### src/rtl/zt_sram_pkg.sv
// Shared types for the zero-turnaround SRAM.
// Assumes: one command per enabled clock edge.
package zt_sram_pkg;
    typedef enum logic [1:0] {
        OP_IDLE = 2'd0,
        OP_RD   = 2'd1,
        OP_WR   = 2'd2
    } zt_op_e;
endpackage

### src/rtl/zt_sram_cmd.sv
// Command stage: launch/continue decode, chip select, burst counter and
// sleep window. Produces the operation issued at the last enabled edge.
// Assumes AW >= 2 (the burst counter replaces the two low address bits).
module zt_sram_cmd
    import zt_sram_pkg::*;
#(
    parameter int AW     = 4,
    parameter int NBYTES = 4
) (
    input  logic              clk,
    input  logic              rst_n,
    input  logic              cke_n,
    input  logic              sleep,
    input  logic              sel_a_n,
    input  logic              sel_b_n,
    input  logic              sel_c,
    input  logic              adv_ld,
    input  logic              we_n,
    input  logic [NBYTES-1:0] bwe_n,
    input  logic              burst_ilv,
    input  logic [AW-1:0]     addr,
    output logic              en,
    output zt_op_e            op,
    output logic [AW-1:0]     op_addr,
    output logic [NBYTES-1:0] op_be_n
);
    localparam logic [1:0] WAKE_EDGES = 2'd2;

    logic [1:0]        wake_cnt;
    logic              ignore;
    logic              load;
    logic              chip_on;
    zt_op_e            op_q;
    logic [AW-1:0]     base_q;
    logic [1:0]        cnt_q;
    logic [NBYTES-1:0] be_q;
    logic              ilv_q;
    logic [1:0]        lo;

    // Sleep exit window: counts edges after sleep falls.
    always_ff @(posedge clk) begin
        if (!rst_n)               wake_cnt <= '0;
        else if (sleep)           wake_cnt <= WAKE_EDGES;
        else if (wake_cnt != 2'd0) wake_cnt <= wake_cnt - 2'd1;
    end

    assign ignore  = sleep | (wake_cnt != 2'd0);
    assign en      = ~cke_n | ignore;
    assign load    = ignore | ~adv_ld;
    assign chip_on = ~sel_a_n & ~sel_b_n & sel_c & ~ignore;

    // Command register: launch captures, continue steps the counter.
    always_ff @(posedge clk) begin
        if (!rst_n) begin
            op_q   <= OP_IDLE;
            base_q <= '0;
            cnt_q  <= '0;
            be_q   <= '1;
            ilv_q  <= 1'b0;
        end else if (en) begin
            if (load) begin
                op_q   <= !chip_on ? OP_IDLE : (we_n ? OP_RD : OP_WR);
                base_q <= addr;
                cnt_q  <= '0;
                be_q   <= bwe_n;
                ilv_q  <= burst_ilv;
            end else begin
                cnt_q  <= cnt_q + 2'd1;
            end
        end
    end

    // Burst address: linear add or interleaved XOR on the low two bits.
    always_comb begin
        lo      = ilv_q ? (base_q[1:0] ^ cnt_q) : (base_q[1:0] + cnt_q);
        op_addr = base_q;
        op_addr[1:0] = lo;
    end

    assign op      = op_q;
    assign op_be_n = be_q;

    assert_cont_keeps_type_R1: assert property (@(posedge clk) disable iff (!rst_n)
        (en && !load) |=> (op_q == $past(op_q)));
    assert_cont_steps_R5: assert property (@(posedge clk) disable iff (!rst_n)
        (en && !load) |=> (cnt_q == $past(cnt_q) + 2'd1));
    assert_deselect_launch_R2: assert property (@(posedge clk) disable iff (!rst_n)
        (en && !ignore && !adv_ld && (sel_a_n || sel_b_n || !sel_c)) |=> (op_q == OP_IDLE));
    assert_sleep_idles_R10: assert property (@(posedge clk) disable iff (!rst_n)
        (ignore) |=> (op_q == OP_IDLE));
endmodule

### src/rtl/zt_sram_core.sv
// Storage stage: array, one-entry write register with byte merge bypass,
// and the read output register.
// Assumes DEPTH = 2**AW and at most one write between launch and commit.
module zt_sram_core
    import zt_sram_pkg::*;
#(
    parameter int DEPTH  = 16,
    parameter int NBYTES = 4,
    parameter int AW     = $clog2(DEPTH),
    parameter int DW     = NBYTES * 8
) (
    input  logic              clk,
    input  logic              rst_n,
    input  logic              en,
    input  zt_op_e            s2_op,
    input  logic [AW-1:0]     s2_addr,
    input  logic [NBYTES-1:0] s2_be_n,
    input  logic [DW-1:0]     din,
    output logic [DW-1:0]     rd_data,
    output logic              rd_vld
);
    logic [DW-1:0]     mem [DEPTH];
    logic              wb_vld;
    logic [AW-1:0]     wb_addr;
    logic [NBYTES-1:0] wb_be_n;
    logic [DW-1:0]     wb_data;
    logic [DW-1:0]     merged;

    // Commit the held write into the array on the next enabled edge.
    always_ff @(posedge clk) begin
        if (en && wb_vld) begin
            for (int b = 0; b < NBYTES; b++) begin
                if (!wb_be_n[b]) mem[wb_addr][b*8 +: 8] <= wb_data[b*8 +: 8];
            end
        end
    end

    // Write register: takes din when a write reaches this stage.
    always_ff @(posedge clk) begin
        if (!rst_n) begin
            wb_vld  <= 1'b0;
            wb_addr <= '0;
            wb_be_n <= '1;
            wb_data <= '0;
        end else if (en) begin
            wb_vld <= (s2_op == OP_WR);
            if (s2_op == OP_WR) begin
                wb_addr <= s2_addr;
                wb_be_n <= s2_be_n;
                wb_data <= din;
            end
        end
    end

    // Bypass: overlay bytes of the uncommitted write on the array word.
    always_comb begin
        merged = mem[s2_addr];
        for (int b = 0; b < NBYTES; b++) begin
            if (wb_vld && (wb_addr == s2_addr) && !wb_be_n[b])
                merged[b*8 +: 8] = wb_data[b*8 +: 8];
        end
    end

    // Read output register.
    always_ff @(posedge clk) begin
        if (!rst_n) begin
            rd_vld  <= 1'b0;
            rd_data <= '0;
        end else if (en) begin
            rd_vld <= (s2_op == OP_RD);
            if (s2_op == OP_RD) rd_data <= merged;
        end
    end

    assert_write_cycle_quiet_R9: assert property (@(posedge clk) disable iff (!rst_n)
        (en && s2_op == OP_WR) |=> !rd_vld);
    assert_stall_holds_R7: assert property (@(posedge clk) disable iff (!rst_n)
        (!en) |=> ($stable(rd_data) && $stable(rd_vld) && $stable(wb_vld)));
    assert_bypass_full_word_R8: assert property (@(posedge clk) disable iff (!rst_n)
        (en && s2_op == OP_RD && wb_vld && wb_addr == s2_addr && wb_be_n == '0)
        |=> (rd_data == $past(wb_data)));
endmodule

### src/rtl/zt_sram.sv
// Top: command stage, second pipeline register, storage stage and the
// output enable gate. Read and write both complete two enabled edges
// after launch. Assumes DEPTH is a power of two and at least 4.
module zt_sram
    import zt_sram_pkg::*;
#(
    parameter  int DEPTH  = 16,
    parameter  int NBYTES = 4,
    localparam int AW     = $clog2(DEPTH),
    localparam int DW     = NBYTES * 8
) (
    input  logic              clk,
    input  logic              rst_n,
    input  logic              cke_n,
    input  logic              sel_a_n,
    input  logic              sel_b_n,
    input  logic              sel_c,
    input  logic              adv_ld,
    input  logic              we_n,
    input  logic [NBYTES-1:0] bwe_n,
    input  logic              burst_ilv,
    input  logic [AW-1:0]     addr,
    input  logic [DW-1:0]     din,
    input  logic              oe_n,
    input  logic              sleep,
    output logic [DW-1:0]     dout,
    output logic              dout_oe
);
    logic              en;
    zt_op_e            s1_op;
    logic [AW-1:0]     s1_addr;
    logic [NBYTES-1:0] s1_be_n;
    zt_op_e            s2_op;
    logic [AW-1:0]     s2_addr;
    logic [NBYTES-1:0] s2_be_n;
    logic              rd_vld;

    zt_sram_cmd #(.AW(AW), .NBYTES(NBYTES)) u_cmd (
        .clk(clk), .rst_n(rst_n), .cke_n(cke_n), .sleep(sleep),
        .sel_a_n(sel_a_n), .sel_b_n(sel_b_n), .sel_c(sel_c),
        .adv_ld(adv_ld), .we_n(we_n), .bwe_n(bwe_n), .burst_ilv(burst_ilv),
        .addr(addr), .en(en), .op(s1_op), .op_addr(s1_addr), .op_be_n(s1_be_n)
    );

    // Second stage: carries the issued operation one more enabled edge.
    always_ff @(posedge clk) begin
        if (!rst_n) begin
            s2_op   <= OP_IDLE;
            s2_addr <= '0;
            s2_be_n <= '1;
        end else if (en) begin
            s2_op   <= s1_op;
            s2_addr <= s1_addr;
            s2_be_n <= s1_be_n;
        end
    end

    zt_sram_core #(.DEPTH(DEPTH), .NBYTES(NBYTES), .AW(AW), .DW(DW)) u_core (
        .clk(clk), .rst_n(rst_n), .en(en), .s2_op(s2_op), .s2_addr(s2_addr),
        .s2_be_n(s2_be_n), .din(din), .rd_data(dout), .rd_vld(rd_vld)
    );

    // Drivers on only for a read result, output enabled, not asleep.
    assign dout_oe = rd_vld & ~oe_n & ~sleep;

    assert_stage_freeze_R7: assert property (@(posedge clk) disable iff (!rst_n)
        (!en) |=> ($stable(s2_op) && $stable(s2_addr)));
endmodule

### config.mk
export PLATFORM = sky130hd
export DESIGN_NAME = zt_sram
export DESIGN_NICKNAME = d
export VERILOG_FILES = /design/src/rtl/zt_sram_pkg.sv /design/src/rtl/zt_sram_cmd.sv /design/src/rtl/zt_sram_core.sv /design/src/rtl/zt_sram.sv
export SDC_FILE = /design/constraint.sdc
export NUM_CORES = 1
export LEC_CHECK = 0
export BUFFER_PORTS_ARGS = -buffer_cell sky130_fd_sc_hd__buf_2
export CORE_MARGIN = 1
export CORE_UTILIZATION = 61
export DETAILED_ROUTE_END_ITERATION = 12
export GPL_ROUTABILITY_DRIVEN = 1
export PLACE_DENSITY = 0.79
export REMOVE_ABC_BUFFERS = 1
export SLEW_MARGIN = 10
export SYNTH_ARGS = -nofsm -noshare
export SYNTH_HDL_FRONTEND = slang
export SYNTH_HIERARCHICAL = 1
export SYNTH_SLANG_ARGS = --single-unit
### constraint.sdc
create_clock -name clk -period 2.4 [get_ports clk]
set_input_delay 0.48 -clock clk [delete_from_list [all_inputs] [get_ports clk]]
set_output_delay 0.48 -clock clk [all_outputs]
set_load 0.1 [all_outputs]
==> results of run 1 <==
-- metal layers --
metal / share of wire [%] / global-route usage, % / vias up
li1: - / - / 5936
met1: 40 / 37.0 / 6730
met2: 49 / 42.6 / 672
met3: 9.1 / 5.24 / 95
met4: 2.3 / 8.44 / 0
met5: 0 / 0 / -
-- how the worst max path moves through the flow --
stage / from / end / slack (ns)
CTS: s2_addr[0]$_SDFFE_PN0P_ / u_core/rd_data[18]$_SDFFE_PN0P_ / 0.24
global route: u_cmd/wake_cnt[1]$_SDFFE_PN0P_ / u_core/wb_data[10]$_SDFFE_PN0P_ / 0.14
finish: s2_addr[0]$_SDFFE_PN0P_ / u_core/rd_data[22]$_SDFFE_PN0P_ / 0.24
floorplan: s2_addr[0]$_SDFFE_PN0P_ / u_core/rd_data[30]$_SDFFE_PN0P_ / -3.99
detailed placement: sleep / u_core/wb_data[9]$_SDFFE_PN0P_ / 0.15
global placement: sleep / u_core/wb_data[0]$_SDFFE_PN0P_ / 0.27
-- critical path: stages (launching register included) --
cell and delay, ns:
dfxtp_4 0.66, xnor2_4 0.18, nand4_4 0.38, buf_12 0.32, o21a_1 0.30, a31oi_1 0.21
-- stage by stage --
stage          cells  utilization, %  hold WS, ns  total power, mW  TNS (ns)
4_1_cts         2168            70.4       0.0921             21.3         0
3_3_place_gp    2064            65.7        0.445             12.5         0
2_1_floorplan   1367               -        0.430             12.3   -144.30
6_report        2168            70.4        0.115             21.2         0
5_1_grt         2168            70.4        0.101             21.8         0
3_5_place_dp    2064            65.7        0.453             12.6         0
-- state kept, by name (all words and copies together) (netlist names) --
signal,count
s2_addr,4
s2_be_n,4
s2_op,2
u_cmd/base_q,4
u_cmd/cnt_q,2
u_cmd/ilv_q,1
u_cmd/op,2
u_cmd/op_be_n,4
u_cmd/wake_cnt,2
u_core/mem,512
u_core/rd_data,32
u_core/rd_vld,1
u_core/wb_addr,4
u_core/wb_be_n,4
u_core/wb_data,32
u_core/wb_vld,1
-- synth_stat cells (2+ instances only) --
cell        n  area [µm²]
nor3b_1     2        15.0
buf_4       6        45.0
or2_1      10        62.6
buf_1       5        18.8
a21oi_1     3        15.0
nand3_1    11        55.1
inv_1       5        18.8
or2_0      26         163
o21a_1     36         270
nand3b_1    5        37.5
clkbuf_1   43         161
a21boi_1   37         278
nand4_1    33         206
mux2i_1   111        1110
a31oi_1    32         200
buf_2      22         110
o41ai_1    32         280
dfxtp_1    99        1980
xnor2_1     4        35.0
nand2b_1   34         213
buf_12      6         120
buf_6      16         180
nand2_1   174         653
nor2_1     72         270
nor2b_1    14        87.6
edfxtp_1  512       15400
o21ai_0     2        10.0
o211ai_1    4        30.0
mux4_2     96        2160
-- power by group through the flow --
| stage | clock network, mW | logic, mW | registers, mW |
|---|---|---|---|
| floorplan | 0 | 0.632 | 11.7 |
| global placement | 0 | 0.934 | 11.6 |
| detailed placement | 0 | 0.951 | 11.6 |
| CTS | 8.98 | 0.959 | 11.4 |
| global route | 9.38 | 1.02 | 11.4 |
| finish | 8.86 | 0.954 | 11.4 |
-- final cells by class --
cell class | count | area (µm²) | area share [%]
Sequential cell | 611 | 17400 | 63.2
Inverter | 5 | 18.8 | 0.0683
Tap cell | 518 | 648 | 2.36
Timing Repair Buffer | 179 | 1250 | 4.56
Clock buffer | 79 | 1610 | 5.86
Multi-Input combinational cell | 751 | 6330 | 23.0
Clock inverter | 25 | 240 | 0.875
-- kinds of logic after synthesis --
logic type                 Yosys count  share of synthesized area (%)
DFF                                611                           71.3
adders and majority gates            1                         0.0514
and+or+nand+nor                    388                           7.57
AOI/OAI and AO/OA                  149                           4.54
buffers and inverters              105                           2.78
xor gates and xnor gates             6                          0.324
muxes                              207                           13.4
==> results by group, run 1 <==
Outcome
  • Status: finished clean

Synthesis
  • Ys Warns: 6
  • EDFF count, synth: 512
  • Mean Syn Cell Area: around 17 µm²
  • Async S/R FF share, synth: 0%
  • Synthesized flop and latch total: 611
  • Cells after Synth: around 1500
  • Seq/Total Area, Yosys: 71.3%
  • Syn Std Cell Area: about 0.024 mm²
  • Primary FF master, synth: edfxtp_1
  • Distinct cell type count after synthesis: 44

Timing
  • Final setup violating endpoints: 0
  • Worst-margin pin slew: approximately 1.0 ns
  • Final Skew: about 0.014 ns
  • Slew Limit Fails: 0
  • Tmin final: 2.16 ns
  • Max_slew headroom: a little under a third
  • RSZ-0062 raised after global routing: false
  • Period Utilization, post-route: roughly 90%
  • Max frequency: around 460 MHz
  • Final hold violation count: 0
  • Final worst slack: 0.243 ns

Worst setup path
  • Critical path required time: roughly 2.9 ns
  • RR Endpoint: u_core/rd_data[22]$_SDFFE_PN0P_
  • CP Launch Type: flop
  • Crit end category: flop
  • Worst EP arrival: around 2.7 ns
  • Max FO, Critical Path: 21
  • Worst r2r src: s2_addr[0]$_SDFFE_PN0P_
  • Worst reg2reg path depth: 5
  • Flop2flop setup slack: 0.24 ns
  • Critical setup path kind: flop to flop

Clock network
  • Postcts setup bufs: 0
  • Post_cts resized: 0
  • # H-tree levels: 2
  • TritonCTS clock tree: yes
  • # hold bufs at CTS: 0
  • Root Buffer: clkbuf_16
  • Num CTS Buffers: 56
  • CTS Buffer Depth: 3
  • Clock latency on the worst-skew pair: ~0.6 ns
  • Num Clock Sinks: between 600 and 700
  • Clock Pin Slew Worst Setup and Hold Paths: approximately 0.060 ns

Routing
  • WL per Instance: between 20 and 25 µm
  • Vias/cell: 6.20
  • Via count of the routed design: about 13000
  • Drt total wl: around 53 mm
  • Initial DRT Pass Iterations: 7
  • DRT antenna net count: 0
  • # DRC: 0
  • DRT iter0 DRCs: approximately 1400

Layout
  • Final instance area: between 0.02 and 0.03 mm²
  • Fillers: between 2000 and 2500
  • Ant. Diodes: 0
  • Commonest non-fill, non-tap cell in the layout: edfxtp_1
  • Layout cell share with drive strength beyond 1: a little under a quarter
  • Area grow syn2layout: 12.8%
  • Nets: roughly 1700
  • Most frequent cells in the layout: edfxtp_1 (512), nand2_1 (174), mux2i_1 (111)

Job
  • # Max-Cap Violations: 0

Power
  • Leak pwr: between 9 and 10 nW
  • Comb pwr share: between 4 and 5%
  • Net Sw Frac: between 10% and 20%
  • Pint: between 15 and 20 mW
  • Peak VDD IR: 0.000629 V
  • Clock Power Share: a little over two fifths
  • Pwr per Cell Area: around 770 mW/mm²
  • Reg power frac: 53.7%
  • NetSw: around 4.2 mW

Floorplanning
  • Top Ports: 84
  • Die Ht: between 200 and 250 µm
  • Site Rows: approximately 70
  • Starting Density: a little over three fifths
  • DIE AREA: 0.0407 mm²
  • CORE AREA: 0.0390 mm²
  • Die Wd: roughly 200 µm

Placement
  • HPWL after DPL: roughly 32 mm
  • Port Buf Inserts: 83
  • Post-Place Setup Slack: 0.149 ns
  • Gpl congestion: just under 0.8
  • Placed instance area: about 0.026 mm²

GRT
  • Antenna violations before repair: 0
  • Vias in the first global route: roughly 14000
  • Global-route usage over all layers: between 20% and 30%
  • Largest net degree at the start of global routing: 67
  • Total global routing overflow: 0
  • First-pass GRT wire length: between 80 and 90 mm

Worst hold path
  • Hold Path Sink: u_cmd/op[1]$_SDFFE_PN0P_
  • Hold path start: we_n
  • WHS Path Cells: 2
  • Worst Hold Class: primary input to flop
(Power assumes the default switching activity.)
==> run 2, diff against run 1 <==
- CORE_UTILIZATION: 61 -> 62
- PLACE_DENSITY: 0.79 -> 0.8
==> results by group, run 2 (synthesis results as in run 1) <==
Outcome
  • Status: finished clean (unchanged)

Floorplanning
  • CORE AREA: 0.0386 mm² (was 0.0390 mm²)
  • Site Rows: 72 (unchanged)
  • DIE AREA: 0.0401 mm² (was 0.0407 mm²)
  • Starting Density: 63.0% (was 62.4%)
  • Die Ht: 200 µm (was 202 µm)
  • Top Ports: 84 (unchanged)
  • Die Wd: 200 µm (was 202 µm)

Timing
  • Final setup violating endpoints: 0 (unchanged)
  • Worst-margin pin slew: 0.950 ns (was 1.04 ns)
  • Final Skew: 0.0130 ns (was 0.0142 ns)
  • Worst hold margin: 0.132 ns (was 0.115 ns)
  • Period Utilization, post-route: 87.8% (was 89.9%)
  • Max frequency: 475 MHz (was 464 MHz)
  • Final worst slack: 0.293 ns (was 0.243 ns)
  • Tmin final: 2.11 ns (was 2.16 ns)
  • Slew Limit Fails: 0 (unchanged)
  • RSZ-0062 raised after global routing: false (unchanged)
  • Max_slew headroom: 36.7% (was 30.6%)
  • Final hold violation count: 0 (unchanged)

Layout
  • Layout cell share with drive strength beyond 1: 22.8% (was 22.6%)
  • Commonest non-fill, non-tap cell in the layout: edfxtp_1 (unchanged)
  • Ant. Diodes: 0 (unchanged)
  • Area grow syn2layout: 12.7% (was 12.8%)
  • Max reg flops: 512 (unchanged)
  • Most frequent cells in the layout: edfxtp_1 (512), nand2_1 (174), mux2i_1 (111) (unchanged)
  • Regs by FF count: u_core/mem (512), u_core/rd_data (32), u_core/wb_data (32) (unchanged)
  • Fillers: 2242 (was 2372)
  • Largest Register: u_core/mem (unchanged)
  • Final Util: 71.0% (was 70.4%)
  • Nets: 1657 (was 1656)
  • Finished Layout Cells: 2169 (was 2168)

Power
  • Pwr per Cell Area: 766 mW/mm² (was 772 mW/mm²)
  • Total power draw: 21.0 mW (was 21.2 mW)
  • Leak pwr: 9.58 nW (about the same)
  • Peak VDD IR: 0.000615 V (was 0.000629 V)

Clock network
  • # H-tree levels: 2 (unchanged)
  • CTS Buffer Depth: 3 (unchanged)
  • Post_cts resized: 0 (unchanged)
  • Num CTS Buffers: 55 (was 56)
  • Num Clock Sinks: 611 (unchanged)
  • # hold bufs at CTS: 0 (unchanged)
  • Root Buffer: clkbuf_16 (unchanged)
  • Clock Pin Slew Worst Setup and Hold Paths: 0.06 ns (about the same)
  • TritonCTS clock tree: yes (unchanged)
  • Postcts setup bufs: 0 (unchanged)
  • Clock latency on the worst-skew pair: 0.58 ns (was 0.60 ns)

Placement
  • Placed cell count: 2066 (was 2064)
  • Port Buf Inserts: 83 (unchanged)
  • HPWL after DPL: 31.7 mm (was 32.0 mm)
  • Gpl congestion: 0.828 (was 0.791)
  • Post-Place Setup Slack: 0.224 ns (was 0.149 ns)

Routing
  • DRT antenna net count: 0 (unchanged)
  • Drt total wl: 53.8 mm (was 52.7 mm)
  • DRT iter0 DRCs: 1672 (was 1386)
  • Initial DRT Pass Iterations: 6 (was 7)
  • # DRC: 0 (unchanged)
  • Via count of the routed design: 13700 (was 13400)
  • WL per Instance: 24.8 µm (was 24.3 µm)
  • Vias/cell: 6.32 (was 6.20)

Worst setup path
  • Worst reg2reg path depth: 4 (was 5)
  • Worst r2r src: u_core/wb_addr[1]$_SDFFE_PN0P_ (was s2_addr[0]$_SDFFE_PN0P_)
  • Slowest cell on crit path: dfxtp_1 (was dfxtp_4)
  • CP peak stage delay: 0.53 ns (was 0.66 ns)
  • Critical setup path kind: flop to flop (unchanged)
  • Critical path required time: 2.69 ns (was 2.91 ns)
  • CP Launch Type: flop (unchanged)
  • Critical path origin: u_core/wb_addr[1]$_SDFFE_PN0P_ (was s2_addr[0]$_SDFFE_PN0P_)
  • Max FO, Critical Path: 9 (was 21)
  • Critical path's top delay family: simple AND/OR/NAND/NOR gates (was flip-flops)
  • CP Cell Sequence: nor2b_1 -> nand3_1 -> nor2_1 -> buf_4 (was xnor2_4 -> nand4_4 -> buf_12 -> o21a_1 -> a31oi_1)
  • Buf/Inv on CP: 1 (unchanged)
  • Crit end category: flop (unchanged)
  • CP Depth: 4 (was 5)
  • Worst EP arrival: 2.39 ns (was 2.66 ns)

GRT
  • Vias in the first global route: 13900 (was 13600)
  • First-pass GRT wire length: 81.8 mm (was 80.9 mm)
  • Global-route usage over all layers: 27.0% (was 26.5%)
  • Largest net degree at the start of global routing: 67 (unchanged)
  • Total global routing overflow: 0 (unchanged)
  • Antenna violations before repair: 0 (unchanged)

Worst hold path
  • Worst Hold Class: primary input to flop (unchanged)
  • WHS Path Cells: 2 (unchanged)
  • Hold path start: we_n (unchanged)

Job
  • # Max-Cap Violations: 0 (unchanged)
==> run 2: cell types whose count changed in the layout (fill, tap and decap cells not counted) <==
cell        previous run  this run
buf_4                 88        90
clkbuf_1              12        14
clkinvlp_4             0         1
clkinv_2              12        15
clkinv_1               8         4
bufinv_16              5         2
clkbuf_16             57        61
clkbuf_8              10         6
==> run 2: through the flow <==
step | TNS, ns | cell area (µm²)
after floorplan | -144.30 | 23700
after global placement | 0 | 25600
after detailed placement | 0 | 25600
after CTS | 0 | 27400
after global routing | 0 | 27400
final | 0 | 27400
==> run 2: area by class of cell <==
type	instances	area, µm²	share of cell area, %
flip-flops and latches	611	17400	63.3
clock inverters	22	158	0.574
clock buffers	81	1660	6.05
inverters	5	18.8	0.0684
well taps	518	648	2.36
repair buffers	181	1270	4.61
multi-input cells	751	6330	23.1
==> run 2: path summary, 6_finish.rpt <==
| check | to | slack [ns] |
|---|---|---|
| setup / recovery | u_core/mem[11][29]$_DFFE_PP_ | 0.29 |
| hold / removal | u_cmd/op[1]$_SDFFE_PN0P_ | 0.13 |
| setup reg to reg | u_core/mem[11][29]$_DFFE_PP_ | 0.29 |
| hold reg to reg | u_core/wb_be_n[2]$_SDFFE_PN1P_ | 0.47 |
==> run 2: power breakdown <==
part,total (mW),internal [mW],switching (mW)
registers,11.4,11.3,0.0364
clock network,8.68,5.01,3.67
logic,0.959,0.446,0.513
total,21.0,16.8,4.22
==> run 2: layer usage <==
layer | share of wire [%] | GRT usage [%] | up-vias
li1 | - | - | 5942
met1 | 38 | 37.1 | 6809
met2 | 49 | 43.6 | 812
met3 | 9.7 | 4.83 | 149
met4 | 3.4 | 10.2 | 0
met5 | 0 | 0 | -
